`src/rtl/rl_pkg.sv`:
```
package rl_pkg;
    localparam int SCALE_SH = 8;

    typedef enum logic [1:0] {
        ST_CLEAR = 2'd0,
        ST_OWING = 2'd1,
        ST_HELD  = 2'd2
    } rl_state_e;
endpackage

```
`src/rtl/rl_charge.sv`:
```
module rl_charge #(
    parameter int PKT_W  = 16,
    parameter int WORD_W = 16,
    parameter int WCNT_W = 12,
    parameter int CHG_W  = 29
) (
    input  logic              accept,
    input  logic [PKT_W-1:0]  pkt_cost,
    input  logic [WORD_W-1:0] word_cost,
    input  logic [WCNT_W-1:0] words,
    output logic [CHG_W-1:0]  charge
);
    logic [CHG_W-1:0] body;

    always_comb begin
        body   = CHG_W'(word_cost) * CHG_W'(words);
        charge = accept ? (CHG_W'(pkt_cost) + body) : '0;
    end
endmodule

```
`src/rtl/rl_debt.sv`:
```
module rl_debt #(
    parameter int ACC_W = 32,
    parameter int CHG_W = 29,
    parameter int DRAIN = 16
) (
    input  logic             clk,
    input  logic             rst_n,
    input  logic             clear,
    input  logic [CHG_W-1:0] charge,
    output logic [ACC_W-1:0] debt_q,
    output logic [ACC_W-1:0] debt_d
);
    localparam logic [ACC_W-1:0] DRAIN_V = ACC_W'(DRAIN);

    logic [ACC_W-1:0] drained;
    logic [ACC_W:0]   sum;

    generate
        if (DRAIN == 0) begin : g_nodrain
            assign drained = debt_q;
        end else begin : g_drain
            assign drained = (debt_q > DRAIN_V) ? (debt_q - DRAIN_V) : '0;
        end
    endgenerate

    always_comb begin
        sum = {1'b0, drained} + {{(ACC_W + 1 - CHG_W){1'b0}}, charge};
        if (clear)
            debt_d = '0;
        else if (sum[ACC_W])
            debt_d = '1;
        else
            debt_d = sum[ACC_W-1:0];
    end

    always_ff @(posedge clk) begin
        if (!rst_n)
            debt_q <= '0;
        else
            debt_q <= debt_d;
    end
endmodule

```
`src/rtl/pkt_rate_limiter.sv`:
```
module pkt_rate_limiter #(
    parameter int PID_W   = 6,
    parameter int PORT_ID = 5,
    parameter int PKT_W   = 16,
    parameter int WORD_W  = 16,
    parameter int WCNT_W  = 12,
    parameter int ACC_W   = 32,
    parameter int DRAIN   = 16,
    localparam int LIM_W  = ACC_W - rl_pkg::SCALE_SH
) (
    input  logic              clk,
    input  logic              rst_n,
    input  logic              cfg_we,
    input  logic [PID_W-1:0]  cfg_port,
    input  logic [PKT_W-1:0]  cfg_pkt_cost,
    input  logic [WORD_W-1:0] cfg_word_cost,
    input  logic [LIM_W-1:0]  cfg_limit,
    input  logic              sop,
    input  logic [WCNT_W-1:0] sop_words,
    output logic              tx_allow
);
    import rl_pkg::*;

    localparam int PROD_W = WORD_W + WCNT_W;
    localparam int CHG_W  = ((PKT_W > PROD_W) ? PKT_W : PROD_W) + 1;

    logic [PKT_W-1:0]  pkt_q;
    logic [WORD_W-1:0] word_q;
    logic [LIM_W-1:0]  lim_q;
    logic [LIM_W-1:0]  lim_d;
    logic              cfg_hit;
    logic              accept;
    logic [CHG_W-1:0]  charge;
    logic [ACC_W-1:0]  debt_q;
    logic [ACC_W-1:0]  debt_d;
    logic              over_d;
    logic              empty_d;
    rl_state_e         state_q;
    rl_state_e         state_d;

    assign cfg_hit = cfg_we && (cfg_port == PID_W'(PORT_ID));
    assign accept  = sop && tx_allow && !cfg_hit;
    assign lim_d   = cfg_hit ? cfg_limit : lim_q;

    always_ff @(posedge clk) begin
        if (!rst_n) begin
            pkt_q  <= '0;
            word_q <= '0;
            lim_q  <= '0;
        end else if (cfg_hit) begin
            pkt_q  <= cfg_pkt_cost;
            word_q <= cfg_word_cost;
            lim_q  <= cfg_limit;
        end
    end

    rl_charge #(
        .PKT_W (PKT_W),
        .WORD_W(WORD_W),
        .WCNT_W(WCNT_W),
        .CHG_W (CHG_W)
    ) u_charge (
        .accept   (accept),
        .pkt_cost (pkt_q),
        .word_cost(word_q),
        .words    (sop_words),
        .charge   (charge)
    );

    rl_debt #(
        .ACC_W(ACC_W),
        .CHG_W(CHG_W),
        .DRAIN(DRAIN)
    ) u_debt (
        .clk   (clk),
        .rst_n (rst_n),
        .clear (cfg_hit),
        .charge(charge),
        .debt_q(debt_q),
        .debt_d(debt_d)
    );

    assign over_d  = debt_d[ACC_W-1:SCALE_SH] > lim_d;
    assign empty_d = (debt_d == '0);

    // next-state selection
    always_comb begin
        state_d = state_q;
        unique case (state_q)
            ST_CLEAR: begin
                if (over_d)        state_d = ST_HELD;
                else if (!empty_d) state_d = ST_OWING;
                else               state_d = ST_CLEAR;
            end
            ST_OWING: begin
                if (over_d)        state_d = ST_HELD;
                else if (empty_d)  state_d = ST_CLEAR;
                else               state_d = ST_OWING;
            end
            ST_HELD: begin
                if (empty_d)       state_d = ST_CLEAR;
                else if (!over_d)  state_d = ST_OWING;
                else               state_d = ST_HELD;
            end
            default:               state_d = ST_CLEAR;
        endcase
    end

    always_ff @(posedge clk) begin
        if (!rst_n)
            state_q <= ST_CLEAR;
        else
            state_q <= state_d;
    end

    // output decode
    always_comb begin
        unique case (state_q)
            ST_HELD: tx_allow = 1'b0;
            default: tx_allow = 1'b1;
        endcase
    end
endmodule

```
`config.mk`:
```
export PLATFORM = sky130hd
export DESIGN_NAME = pkt_rate_limiter
export DESIGN_NICKNAME = d
export VERILOG_FILES = /design/src/rtl/rl_pkg.sv /design/src/rtl/rl_charge.sv /design/src/rtl/rl_debt.sv /design/src/rtl/pkt_rate_limiter.sv
export SDC_FILE = /design/constraint.sdc
export NUM_CORES = 1
export LEC_CHECK = 0
export BUFFER_PORTS_ARGS = -buffer_cell sky130_fd_sc_hd__buf_2
export CAP_MARGIN = 20
export CORE_UTILIZATION = 35
export CTS_CLUSTER_DIAMETER = 120
export DETAILED_ROUTE_END_ITERATION = 8
export GPL_ROUTABILITY_DRIVEN = 1
export PLACE_DENSITY_LB_ADDON = 0.1
export SLEW_MARGIN = 20
export SYNTH_ARGS = -nofsm -noshare
export SYNTH_HDL_FRONTEND = slang
export SYNTH_SLANG_ARGS = --single-unit
```
`constraint.sdc`:
```
create_clock -name clk -period 17.1 [get_ports clk]
set_input_delay 2.565 -clock clk [delete_from_list [all_inputs] [get_ports clk]]
set_output_delay 2.565 -clock clk [all_outputs]
set_load 0.01 [all_outputs]
```
# ---- After elaboration in Yosys (flattened, before gate mapping)
# Cells that the tools add are included.
dict set report classes {
  multipliers 1
  muxes 11
  n_reduce_logical 7
  n_lt_le_gt_ge 2
  n_eq_ne 3
  add_sub_neg 3
}
# cell count
set ops {}
lappend ops {{two-way mux 32 bit} 3}
lappend ops {{adder 32 x 29 -> 33 bit} 1}
lappend ops {{greater-than comparator 32 x 5 -> 1 bit (second input constant)} 1}
lappend ops {{zero test 32 bit} 1}
lappend ops {{subtractor 32 x 5 -> 32 bit (second input constant)} 1}
lappend ops {{adder 16 x 28 -> 29 bit} 1}
lappend ops {{two-way mux 29 bit} 1}
lappend ops {{multiplier 16 x 12 -> 28 bit} 1}
lappend ops {{greater-than comparator 24 bit} 1}
lappend ops {{two-way mux 24 bit} 1}
lappend ops {{equality test 6 x 3 -> 1 bit (second input constant)} 1}
lappend ops {{two-way mux 2 bit} 3}
lappend ops {{case mux 2 bit (2 select lines)} 1}
lappend ops {{logical AND 1 bit} 3}
lappend ops {{equality test 2 x 1 -> 1 bit (second input constant)} 1}
lappend ops {{equality test 2 bit (second input constant)} 1}
lappend ops {{zero test 2 bit} 1}
lappend ops {{two-way mux 1 bit} 2}
lappend ops {{OR reduction 2 bit} 1}
lappend ops {{zero test 1 bit} 1}
dict set report totals {
  inputBits 78
  register_bits 90
  out_inout_bits 1
}

# ---- Depth between registers and ports, before layout
# Gate-level depths: netlist of the first run.
dict set report logic_depth {
  depth_word 12
  mapped_depth 49
  mapped_depth_nobuf 47
}

# ---- By module
# Synthesis of the first run repeated with hierarchy kept, for this count alone.
dict set report hier_totals {
  cells_unflattened 1687
  area_unflattened_um2 13653.1
}
# module cells_each area_each_um2 seq_area_each_um2 n_inst
set modules_own_cells {}
lappend modules_own_cells {rl_charge 890 7243.2 0.0 1}
lappend modules_own_cells {rl_debt 492 3452.1 640.6 1}
lappend modules_own_cells {pkt_rate_limiter 305 2957.8 1161.1 1}

# ---- Least setup slack after synthesis of the first run
# No wires, ideal clock.
dict set report synth_path {
  path_type {input to register}
  from {in sop_words[5]}
  to {reg state_q[0]}
  t_required_ns 17.013
  setup_slack_ns 5.500
  arrival_ns 11.513
  stages 44
  path_cell_list {clkbuf_1 nand2_1 fa_1 fa_1 fa_1 inv_1 fa_1 inv_1 fa_1 inv_1 ha_1 or3_1 o31ai_1 o2111ai_1 a31oi_1 nor2b_1 o21a_1 o21ai_0 [8 not listed] o21ai_0 a211o_1 clkbuf_1 and2_1 nor2_1 ha_1 a21o_1 a21o_1 a21o_1 a21oi_1 nor2b_1 o21ai_0 nand2b_1 a221oi_1 o21ai_0 a221o_1 a31o_2 o31ai_1}
}
dict set report synth_via {
  elab_chain_len 10
}
# item line
set synth_lines {}
lappend synth_lines {{start: declaration} pkt_rate_limiter.sv:19} ;# input logic [WCNT_W-1:0] sop_words,
lappend synth_lines {{multiplier 16 x 12 -> 28 bit *} rl_charge.sv:16} ;# body = CHG_W'(word_cost) * CHG_W'(words);
lappend synth_lines {{adder 16 x 28 -> 29 bit *} rl_charge.sv:17} ;# charge = accept ? (CHG_W'(pkt_cost) + body) : '0;
lappend synth_lines {{two-way mux 29 bit *} rl_charge.sv:17}
lappend synth_lines {{adder 32 x 29 -> 33 bit *} rl_debt.sv:27} ;# sum = {1'b0, drained} + {{(ACC_W + 1 - CHG_W){1'b0}}, charge};
lappend synth_lines {{two-way mux 32 bit *} rl_debt.sv:30} ;# else if (sum[ACC_W])
lappend synth_lines {{two-way mux 32 bit *} rl_debt.sv:28} ;# if (clear)
lappend synth_lines {{net debt_d[17]} pkt_rate_limiter.sv:35} ;# logic [ACC_W-1:0] debt_d;
lappend synth_lines {{greater-than comparator 24 bit / zero test 32 bit (equally long branches)} {pkt_rate_limiter.sv:83, pkt_rate_limiter.sv:84}}
lappend synth_lines {{two-way mux 2 bit / two-way mux 1 bit (equally long branches)} {pkt_rate_limiter.sv:102, pkt_rate_limiter.sv:92, pkt_rate_limiter.sv:97}}
lappend synth_lines {{two-way mux 2 bit, on equally long branches} {pkt_rate_limiter.sv:101, pkt_rate_limiter.sv:91}}
lappend synth_lines {{case mux 2 bit (2 select lines) *} pkt_rate_limiter.sv:89} ;# unique case (state_q)
lappend synth_lines {{end signal: assignment} pkt_rate_limiter.sv:113} ;# state_q <= state_d;
lappend synth_lines {{end: declaration} pkt_rate_limiter.sv:38} ;# rl_state_e state_q;
# Mark *: on every way through the listed nets, which the timed path passes. The rest lies on a longest branch.
# A chain may end at the register's enable or synchronous reset.

# ---- Final worst setup path of the first run
dict set report layout_path {
  from {in sop_words[5]}
  to {reg state_q[1]}
}
dict set report layout_via {
  elab_chain_len 10
}
# item line
set layout_lines {}
lappend layout_lines {{multiplier 16 x 12 -> 28 bit *} rl_charge.sv:16}
lappend layout_lines {{adder 16 x 28 -> 29 bit *} rl_charge.sv:17}
lappend layout_lines {{two-way mux 29 bit *} rl_charge.sv:17}
lappend layout_lines {{adder 32 x 29 -> 33 bit *} rl_debt.sv:27}
lappend layout_lines {{two-way mux 32 bit *} rl_debt.sv:30}
lappend layout_lines {{two-way mux 32 bit *} rl_debt.sv:28}
lappend layout_lines {{net debt_d[17]} pkt_rate_limiter.sv:35}
lappend layout_lines {{greater-than comparator 24 bit} pkt_rate_limiter.sv:83} ;# assign over_d = debt_d[ACC_W-1:SCALE_SH] > lim_d;
lappend layout_lines {{two-way mux 2 bit} pkt_rate_limiter.sv:102} ;# else if (!over_d) state_d = ST_OWING;
lappend layout_lines {{two-way mux 2 bit} pkt_rate_limiter.sv:101} ;# if (empty_d) state_d = ST_CLEAR;
lappend layout_lines {{case mux 2 bit (2 select lines) *} pkt_rate_limiter.sv:89}
# Marks and branches as above.

==> qor.log, run 1 <==
qor: yosys.synth_area_per_cell 8.092 um^2
qor: placed_design.dp.final_hpwl 27,130 um
qor: grt.largest_net_degree_at_the_start_of_global_routing 61
qor: detailed_routing.antenna_left 0
qor: final_layout.share_of_final_layout_standard_cells_stronger_than_drive_strength_1 0.07909
qor: cts.number_of_setup_buffers_added_after_cts 0
qor: worst_setup_path.critPathTopFamily compound AO/OA/AOI/OAI gates
qor: grt.grt_use_total 0.1896
qor: placed_design.pre_cts_ws 4.369 ns
qor: run_status.outcome complete, no violations
qor: final_layout.final_design_instance_area_without_fill 0.01395 mm^2
qor: flow_run.cap_violations 0
qor: detailed_routing.drt-initial-drc-count 524
qor: cts.number_of_buffers_on_the_longest_clock_path 2
qor: floorplan.die-width 193.9 um
qor: worst_setup_path.startpoint_of_the_lowest_slack_register_to_register_path word_q[5]
qor: hold_path.worstHoldStart pkt_q[2]
qor: detailed_routing.dr.pass1.iters 5
qor: final_layout.antennaDiodeCount 0
qor: final_layout.finish.net_count 1,992
qor: final_layout.fillers 3,851
qor: yosys.synth_async_sr_flop_share 0
qor: worst_setup_path.r2r_slack 6.57 ns
qor: cts.ctsHtreeMaxLevel 3
qor: hold_path.hold_path_end pkt_q[2]
qor: detailed_routing.post_drt_via_cell_ratio 4.939
qor: sta.final_min_period_over_clock_period 0.7208
qor: worst_setup_path.crit_required 17.36 ns
qor: worst_setup_path.arrival_time_reported_for_the_critical_path_endpoint 12.58 ns
qor: detailed_routing.vias 10,330
qor: worst_setup_path.worst_r2r_endpoint state_q[1]
qor: sta.final-setup-viol-count 0
qor: yosys.synth_top_area_cell sky130_fd_sc_hd__fa_1
qor: yosys.seq_area_frac_synth 0.1399
qor: grt.first_global_vias 10,870
qor: hold_path.hold_depth 2
qor: floorplan.boundaryPins 79
qor: sta.fin_crit 12.33 ns
qor: pwr.vdd_ir_drop_max 0.00006746 V
qor: sta.setup_total_negative_slack 0 ns
qor: cts.cts_hold_buffers 0
qor: grt.grt_overflow 0
qor: cts.clkSlewWorstSetupHoldPaths 0.07 ns
qor: worst_setup_path.end_kind register
qor: detailed_routing.wire_per_inst 16.01 um
qor: yosys.netlist_area_pre_place 0.01288 mm^2
qor: sta.final_max_slew_viol_count 0
qor: worst_setup_path.timing.critical_path.slowest_stage_cell sky130_fd_sc_hd__a211o_1
qor: yosys.post_synth_cell_types 69
qor: placed_design.postPlaceCellArea 0.01367 mm^2
qor: sta.tightestPinTransition 0.9047 ns
qor: sta.finalHoldViolations 0
qor: final_layout.layout_common_cells sky130_fd_sc_hd__inv_1 (231), sky130_fd_sc_hd__nand2_1 (192), sky130_fd_sc_hd__fa_1 (157)
qor: worst_setup_path.crit_path_start_kind input port
qor: cts.tritoncts built
qor: worst_setup_path.path_buf_inv 4
qor: pwr.p_leak 6.737 nW
qor: grt.grt_antenna_before_repair 0
qor: floorplan.num_rows 69
qor: sta.clock.fmax 81.13 MHz
qor: sta.fin_worst_skew 0.01413 ns
qor: worst_setup_path.r2r.worst_path.cells 42
qor: detailed_routing.drc 0
qor: pwr.power-per-cell-area 92.33 mW/mm^2
qor: sta.whs 0.4550 ns
qor: sta.rsz0062_at_grt false
qor: floorplan.design.die.area 0.03758 mm^2
qor: cts.cells_resized_by_post_cts_repair 0
qor: floorplan.placeableCoreArea 0.03591 mm^2
qor: floorplan.dieHeight 193.9 um
qor: yosys.yosys-top-cells-area sky130_fd_sc_hd__fa_1 (24%), sky130_fd_sc_hd__dfxtp_1 (14%), sky130_fd_sc_hd__ha_1 (13%)
qor: detailed_routing.aggregate_routed_wire_length 33,490 um
qor: worst_setup_path.worst_path_most_repeated_cell sky130_fd_sc_hd__fa_1
qor: yosys.postSynthCellCount 1,592
qor: worst_setup_path.crit_fanout 21
qor: final_layout.layout-area-overhead-vs-synth 8.275%
qor: cts.clock_latency 0.38 ns
qor: yosys.synth_largest_type_area_fraction 0.2440
qor: placed_design.port_buffer_count 78
qor: yosys.ys_seq_elements 90
qor: floorplan.initial_core_util 0.3587
qor: worst_setup_path.cp.depth 43
qor: worst_setup_path.timing.setup.critical_path_class input port to register
qor: placed_design.globalplace.congestion 0.8490
qor: yosys.ys.warnings.count 0
qor: cts.cts_inserted_buffers 9
qor: grt.grt_pass1_wl 56,790 um
qor: yosys.synth-main-ff-cell sky130_fd_sc_hd__dfxtp_1
qor: hold_path.hold_class register to register
qor: cts.cts.sink_count 90
qor: worst_setup_path.critical_path.max_stage_delay 0.61 ns
qor: sta.relSlewSlack 0.3936
qor: final_layout.layout_commonest_cell sky130_fd_sc_hd__inv_1
qor: yosys.synth_nets 1,958
qor: sta.setup_ws 4.774 ns
qor: cts.cts-root-buf sky130_fd_sc_hd__clkbuf_16
qor: yosys.synth_edf_count 0
[final cells by class]
type	instances	area, um^2	share of cell area
multi-input combinational	1209	9987	0.7160
sequential	90	1802	0.1292
inverter	233	874.6	0.06270
tap	461	576.8	0.04135
timing repair buffer	83	427.9	0.03068
clock buffer	11	242.7	0.01740
clock inverter	5	37.54	0.002691
[state kept, by name, indices dropped and copies added, names as in the netlist]
name and count:
lim_q 24, u_debt.debt_q 32, state_q 2, word_q 16
pkt_q 16
[logic make-up (layout without fill, tap and decap cells)]
group | count (synthesis) | after routing | share of synthesized area
simple gates | 608 | 608 | 0.2335
buf+inv | 293 | 332 | 0.08547
fa+ha+maj | 288 | 288 | 0.3712
compound gates | 233 | 233 | 0.1131
flops | 90 | 90 | 0.1399
xor+xnor | 55 | 55 | 0.03739
mux | 25 | 25 | 0.01952
[power by group]
part / internal [mW] / leakage, nW / total (mW) / switching, mW
clock: 0.104 / 0.133 / 0.205 / 0.101
combinational: 0.329 / 5.88 / 0.809 / 0.480
sequential: 0.238 / 0.729 / 0.274 / 0.0358
[stage by stage]
| step | power, mW | utilization | instances |
|---|---|---|---|
| after detailed placement | 1.090 | 0.3806 | 2076 |
| final | 1.288 | 0.3884 | 2092 |
| after global routing | 1.418 | 0.3884 | 2092 |
| after CTS | 1.304 | 0.3884 | 2092 |
| after global placement | 1.084 | 0.3806 | 2076 |
| after floorplan | 0.8795 | - | 1592 |
[how the worst max path moves through the flow]
stage                       from          to  slack, ns
global route        sop_words[2]  state_q[1]       3.90
CTS                 sop_words[5]  state_q[1]       4.75
global placement    sop_words[5]  state_q[1]       4.50
floorplan           sop_words[5]  state_q[0]       5.50
detailed placement  sop_words[2]  state_q[1]       4.37
finish              sop_words[5]  state_q[1]       4.77
[synthesized netlist by cell type, types with 6 or more instances]
master / n
sky130_fd_sc_hd__a21oi_1: 93
sky130_fd_sc_hd__fa_1: 157
sky130_fd_sc_hd__nor2_1: 147
sky130_fd_sc_hd__nand2_1: 192
sky130_fd_sc_hd__xor2_1: 28
sky130_fd_sc_hd__dfxtp_1: 90
sky130_fd_sc_hd__a31oi_1: 8
sky130_fd_sc_hd__nand2b_1: 14
sky130_fd_sc_hd__or3_1: 11
sky130_fd_sc_hd__inv_1: 231
sky130_fd_sc_hd__o21ai_0: 43
sky130_fd_sc_hd__and2_1: 129
sky130_fd_sc_hd__nand3_1: 24
sky130_fd_sc_hd__nor3_1: 20
sky130_fd_sc_hd__clkbuf_1: 58
sky130_fd_sc_hd__o21bai_1: 6
sky130_fd_sc_hd__nand4_1: 7
sky130_fd_sc_hd__a21o_1: 23
sky130_fd_sc_hd__xnor2_1: 27
sky130_fd_sc_hd__nor4_1: 8
sky130_fd_sc_hd__ha_1: 131
sky130_fd_sc_hd__mux2i_1: 24
sky130_fd_sc_hd__and3_1: 10
sky130_fd_sc_hd__a211oi_1: 12
sky130_fd_sc_hd__nor2b_1: 19
[worst reg2reg max path, delay by kind of cell (launching register included)]
kind                     cells  cell delay (ns)
AO/OA/AOI/OAI               19             4.23
adder cells (fa/ha/maj)      8             3.50
AND/OR/NAND/NOR             11             1.66
flip-flops                   1             0.70
buffers and inverters        3             0.17
XOR/XNOR                     1             0.14
[per-layer routing]
layer | wire length (um) | GRT usage | vias up
met4 | 749 | 0.05379 | 0
met5 | 0 | 0 | -
li1 | - | - | 5195
met3 | 976 | 0.02592 | 36
met2 | 15130 | 0.3114 | 171
met1 | 16630 | 0.2597 | 4931
Power figures use the tool's default switching activity.
==> run 2, diff against run 1 <==
Clock period 17.1 ns to 10.6 ns, I/O delays scaled along.
==> qor.log, run 2 (synthesis gave the netlist of run 1 again) <==
qor: worst_setup_path.crit_required 10.90 ns [-6.46 ns]
qor: worst_setup_path.r2r.worst_path.cells 46 [+9.5%]
qor: cts.cts.sink_count 90 [unchanged]
qor: sta.rsz0062_at_grt true
qor: grt.grt_pass1_wl 58,420 um [+2.9%]
qor: sta.finalHoldViolations 0 [unchanged]
qor: cts.ctsHtreeMaxLevel 3 [unchanged]
qor: worst_setup_path.timing.setup.critical_path_class input port to register
qor: detailed_routing.antenna_left 0 [unchanged]
qor: final_layout.layout-area-overhead-vs-synth 19.89%
qor: hold_path.hold_class register to register
qor: detailed_routing.aggregate_routed_wire_length 34,640 um [+3.4%]
qor: pwr.total_power 2.433 mW [+89%]
qor: cts.cts-root-buf sky130_fd_sc_hd__clkbuf_16
qor: cts.number_of_buffers_on_the_longest_clock_path 2 [unchanged]
qor: final_layout.layout_common_cells sky130_fd_sc_hd__inv_1 (229), sky130_fd_sc_hd__nand2_1 (190), sky130_fd_sc_hd__fa_1 (156)
qor: floorplan.num_rows 69 [unchanged]
qor: detailed_routing.drc 0 [unchanged]
qor: floorplan.initial_core_util 0.3587 [unchanged]
qor: final_layout.fillers 3,700 [-3.9%]
qor: grt.grt_most_used_layer met2
qor: placed_design.postPlaceCellArea 0.01468 mm^2 [+7.4%]
qor: pwr.pwr-share-seq 0.182 [-0.031]
qor: final_layout.layout_commonest_cell sky130_fd_sc_hd__inv_1
qor: final_layout.finish.net_count 2,136 [+7.2%]
qor: sta.whs 0.4557 ns [+0.0006740 ns]
qor: final_layout.share_of_final_layout_standard_cells_stronger_than_drive_strength_1 0.1904 [+0.1113]
qor: floorplan.die-width 193.9 um [unchanged]
qor: grt.first_global_vias 11,360 [+4.5%]
qor: worst_setup_path.end_kind register
qor: final_layout.multi_input_comb_area 0.01034 mm^2 [+3.5%]
qor: floorplan.dieHeight 193.9 um [unchanged]
qor: worst_setup_path.worst_path_most_repeated_cell sky130_fd_sc_hd__fa_1
qor: detailed_routing.wire_per_inst 15.49 um [-3.2%]
qor: grt.global_routing_met1_resource_utilization 0.2689 [+0.009211]
qor: worst_setup_path.arrival_time_reported_for_the_critical_path_endpoint 10.55 ns [-2.03 ns]
qor: grt.grt_antenna_before_repair 0 [unchanged]
qor: cts.tritoncts built
qor: final_layout.top_regs u_debt.debt_q (32), lim_q (24)
qor: detailed_routing.post_drt_via_cell_ratio 4.846 [-1.9%]
qor: grt.globalRouteMet2Util 0.3237 [+0.01230]
qor: cts.cts_inserted_buffers 9 [unchanged]
qor: detailed_routing.vias 10,840 [+4.9%]
qor: grt.grt_overflow 0 [unchanged]
qor: placed_design.pre_cts_ws -0.6646 ns [-5.034 ns]
qor: placed_design.globalplace.congestion 0.8558 [+0.80%]
qor: sta.setup_total_negative_slack 0 ns [unchanged]
qor: cts.clock_latency 0.39 ns [about the same]
qor: cts.clkSlewWorstSetupHoldPaths 0.08 ns [about the same]
qor: sta.tightestPinTransition 1.056 ns [+0.1509 ns]
qor: pwr.vdd_ir_drop_max 0.0002147 V [+220%]
qor: final_layout.antennaDiodeCount 0 [unchanged]
qor: floorplan.design.die.area 0.03758 mm^2 [unchanged]
qor: worst_setup_path.critical_path.max_stage_delay 0.55 ns [-0.06 ns]
qor: sta.final_max_slew_viol_count 0 [unchanged]
qor: sta.fin_crit 10.26 ns
qor: pwr.power.net_switching 1.123 mW [+82%]
qor: final_layout.largest_reg_flops 32 [unchanged]
qor: detailed_routing.dr.pass1.iters 7 [+2]
qor: final_layout.final_core_util 0.4300 [+0.04167]
qor: pwr.power.share.combinational 0.671 [+0.043]
qor: worst_setup_path.crit_path_start_kind input port
qor: placed_design.placedCellCount 2,210 [+6.5%]
qor: placed_design.dp.final_hpwl 28,420 um [+4.7%]
qor: sta.final-setup-viol-count 0 [unchanged]
qor: sta.fin_worst_skew 0.01275 ns [-0.001386 ns]
qor: sta.clock.fmax 97.51 MHz
qor: floorplan.boundaryPins 79 [unchanged]
qor: pwr.power-per-cell-area 157.5 mW/mm^2 [+71%]
qor: worst_setup_path.timing.critical_path.slowest_stage_cell sky130_fd_sc_hd__fa_1
qor: flow_run.cap_violations 0 [unchanged]
qor: final_layout.final-instance-count-excl-fill 2,236 [+6.9%]
qor: grt.grt_use_total 0.1945 [+0.004902]
qor: pwr.switching_share 0.4614 [-0.01764]
qor: pwr.power_frac_clock 0.147 [-0.012]
qor: hold_path.hold_depth 2 [unchanged]
qor: pwr.p_int 1.310 mW [+95%]
qor: floorplan.placeableCoreArea 0.03591 mm^2 [unchanged]
qor: final_layout.seq_area 0.001802 mm^2 [unchanged]
qor: final_layout.final_design_instance_area_without_fill 0.01544 mm^2 [+11%]
qor: grt.largest_net_degree_at_the_start_of_global_routing 78 [+28%]
qor: sta.setup_ws 0.3442 ns [-4.429 ns]
qor: placed_design.port_buffer_count 78 [unchanged]
qor: sta.relSlewSlack 0.2963 [-0.09729]
qor: pwr.p_leak 7.535 nW [+12%]
qor: run_status.outcome complete, no violations
qor: detailed_routing.drt-initial-drc-count 504 [-3.8%]
qor: worst_setup_path.crit_fanout 8 [-62%]
qor: final_layout.regMostFlops u_debt.debt_q
qor: grt.gr-usage-met3 0.02296 [-0.002957]
qor: sta.final_min_period_over_clock_period 0.9675
run 2: cell count changes in the layout (fill, tap and decap cells not counted), moves of 7 or more:
cell,previous run,this run
sky130_fd_sc_hd__and2_1,129,120
sky130_fd_sc_hd__nor2_1,147,139
sky130_fd_sc_hd__a21oi_1,93,84
sky130_fd_sc_hd__ha_1,131,123
sky130_fd_sc_hd__o21ai_0,43,31
sky130_fd_sc_hd__o21ai_1,3,10
sky130_fd_sc_hd__buf_4,5,144
sky130_fd_sc_hd__and2_4,0,9
sky130_fd_sc_hd__a21oi_2,2,11
run 2: worst paths after layout:
kind                 from          to  slack, ns
min              pkt_q[6]    pkt_q[6]       0.46
max reg2reg     word_q[9]  state_q[0]       1.08
min reg2reg      pkt_q[6]    pkt_q[6]       0.46
max          sop_words[0]  state_q[0]       0.34
run 2: power by group through the flow:
stage	clock network, mW	logic, mW	registers [mW]
after floorplan	0	0.986	0.433
after global placement	0	1.46	0.448
after detailed placement	0	1.47	0.449
after CTS	0.374	1.48	0.441
after global routing	0.379	1.81	0.447
final	0.358	1.63	0.443
run 2: what timing repair did:
action	CTS	global route
setup endpoints to repair	2	2
pin swaps	3	67
resized for setup	5	96
setup buffers	1	9
hold buffers	0	0
run 2: critical path: cells and delay by family:
family                     cells  cell delay (ns)
AOI/OAI and AO/OA             19             3.41
buffers and inverters          7             0.54
xor gates and xnor gates       1             0.16
adders and majority gates      8             3.30
and+or+nand+nor               13             1.54
run 2: per-layer routing:
layer | routed length (um) | up-vias
met3 | 811 | 31
li1 | - | 5474
met2 | 15960 | 159
met1 | 17360 | 5171
met5 | 0 | -
met4 | 508 | 0
run 2: final cells by class:
class | instances | share of cell area
clock inverters | 6 | 0.004780
flip-flops and latches | 90 | 0.1167
repair buffers | 227 | 0.1005
inverters | 233 | 0.05663
multi-input cells | 1209 | 0.6693
clock buffers | 10 | 0.01483
well taps | 461 | 0.03735
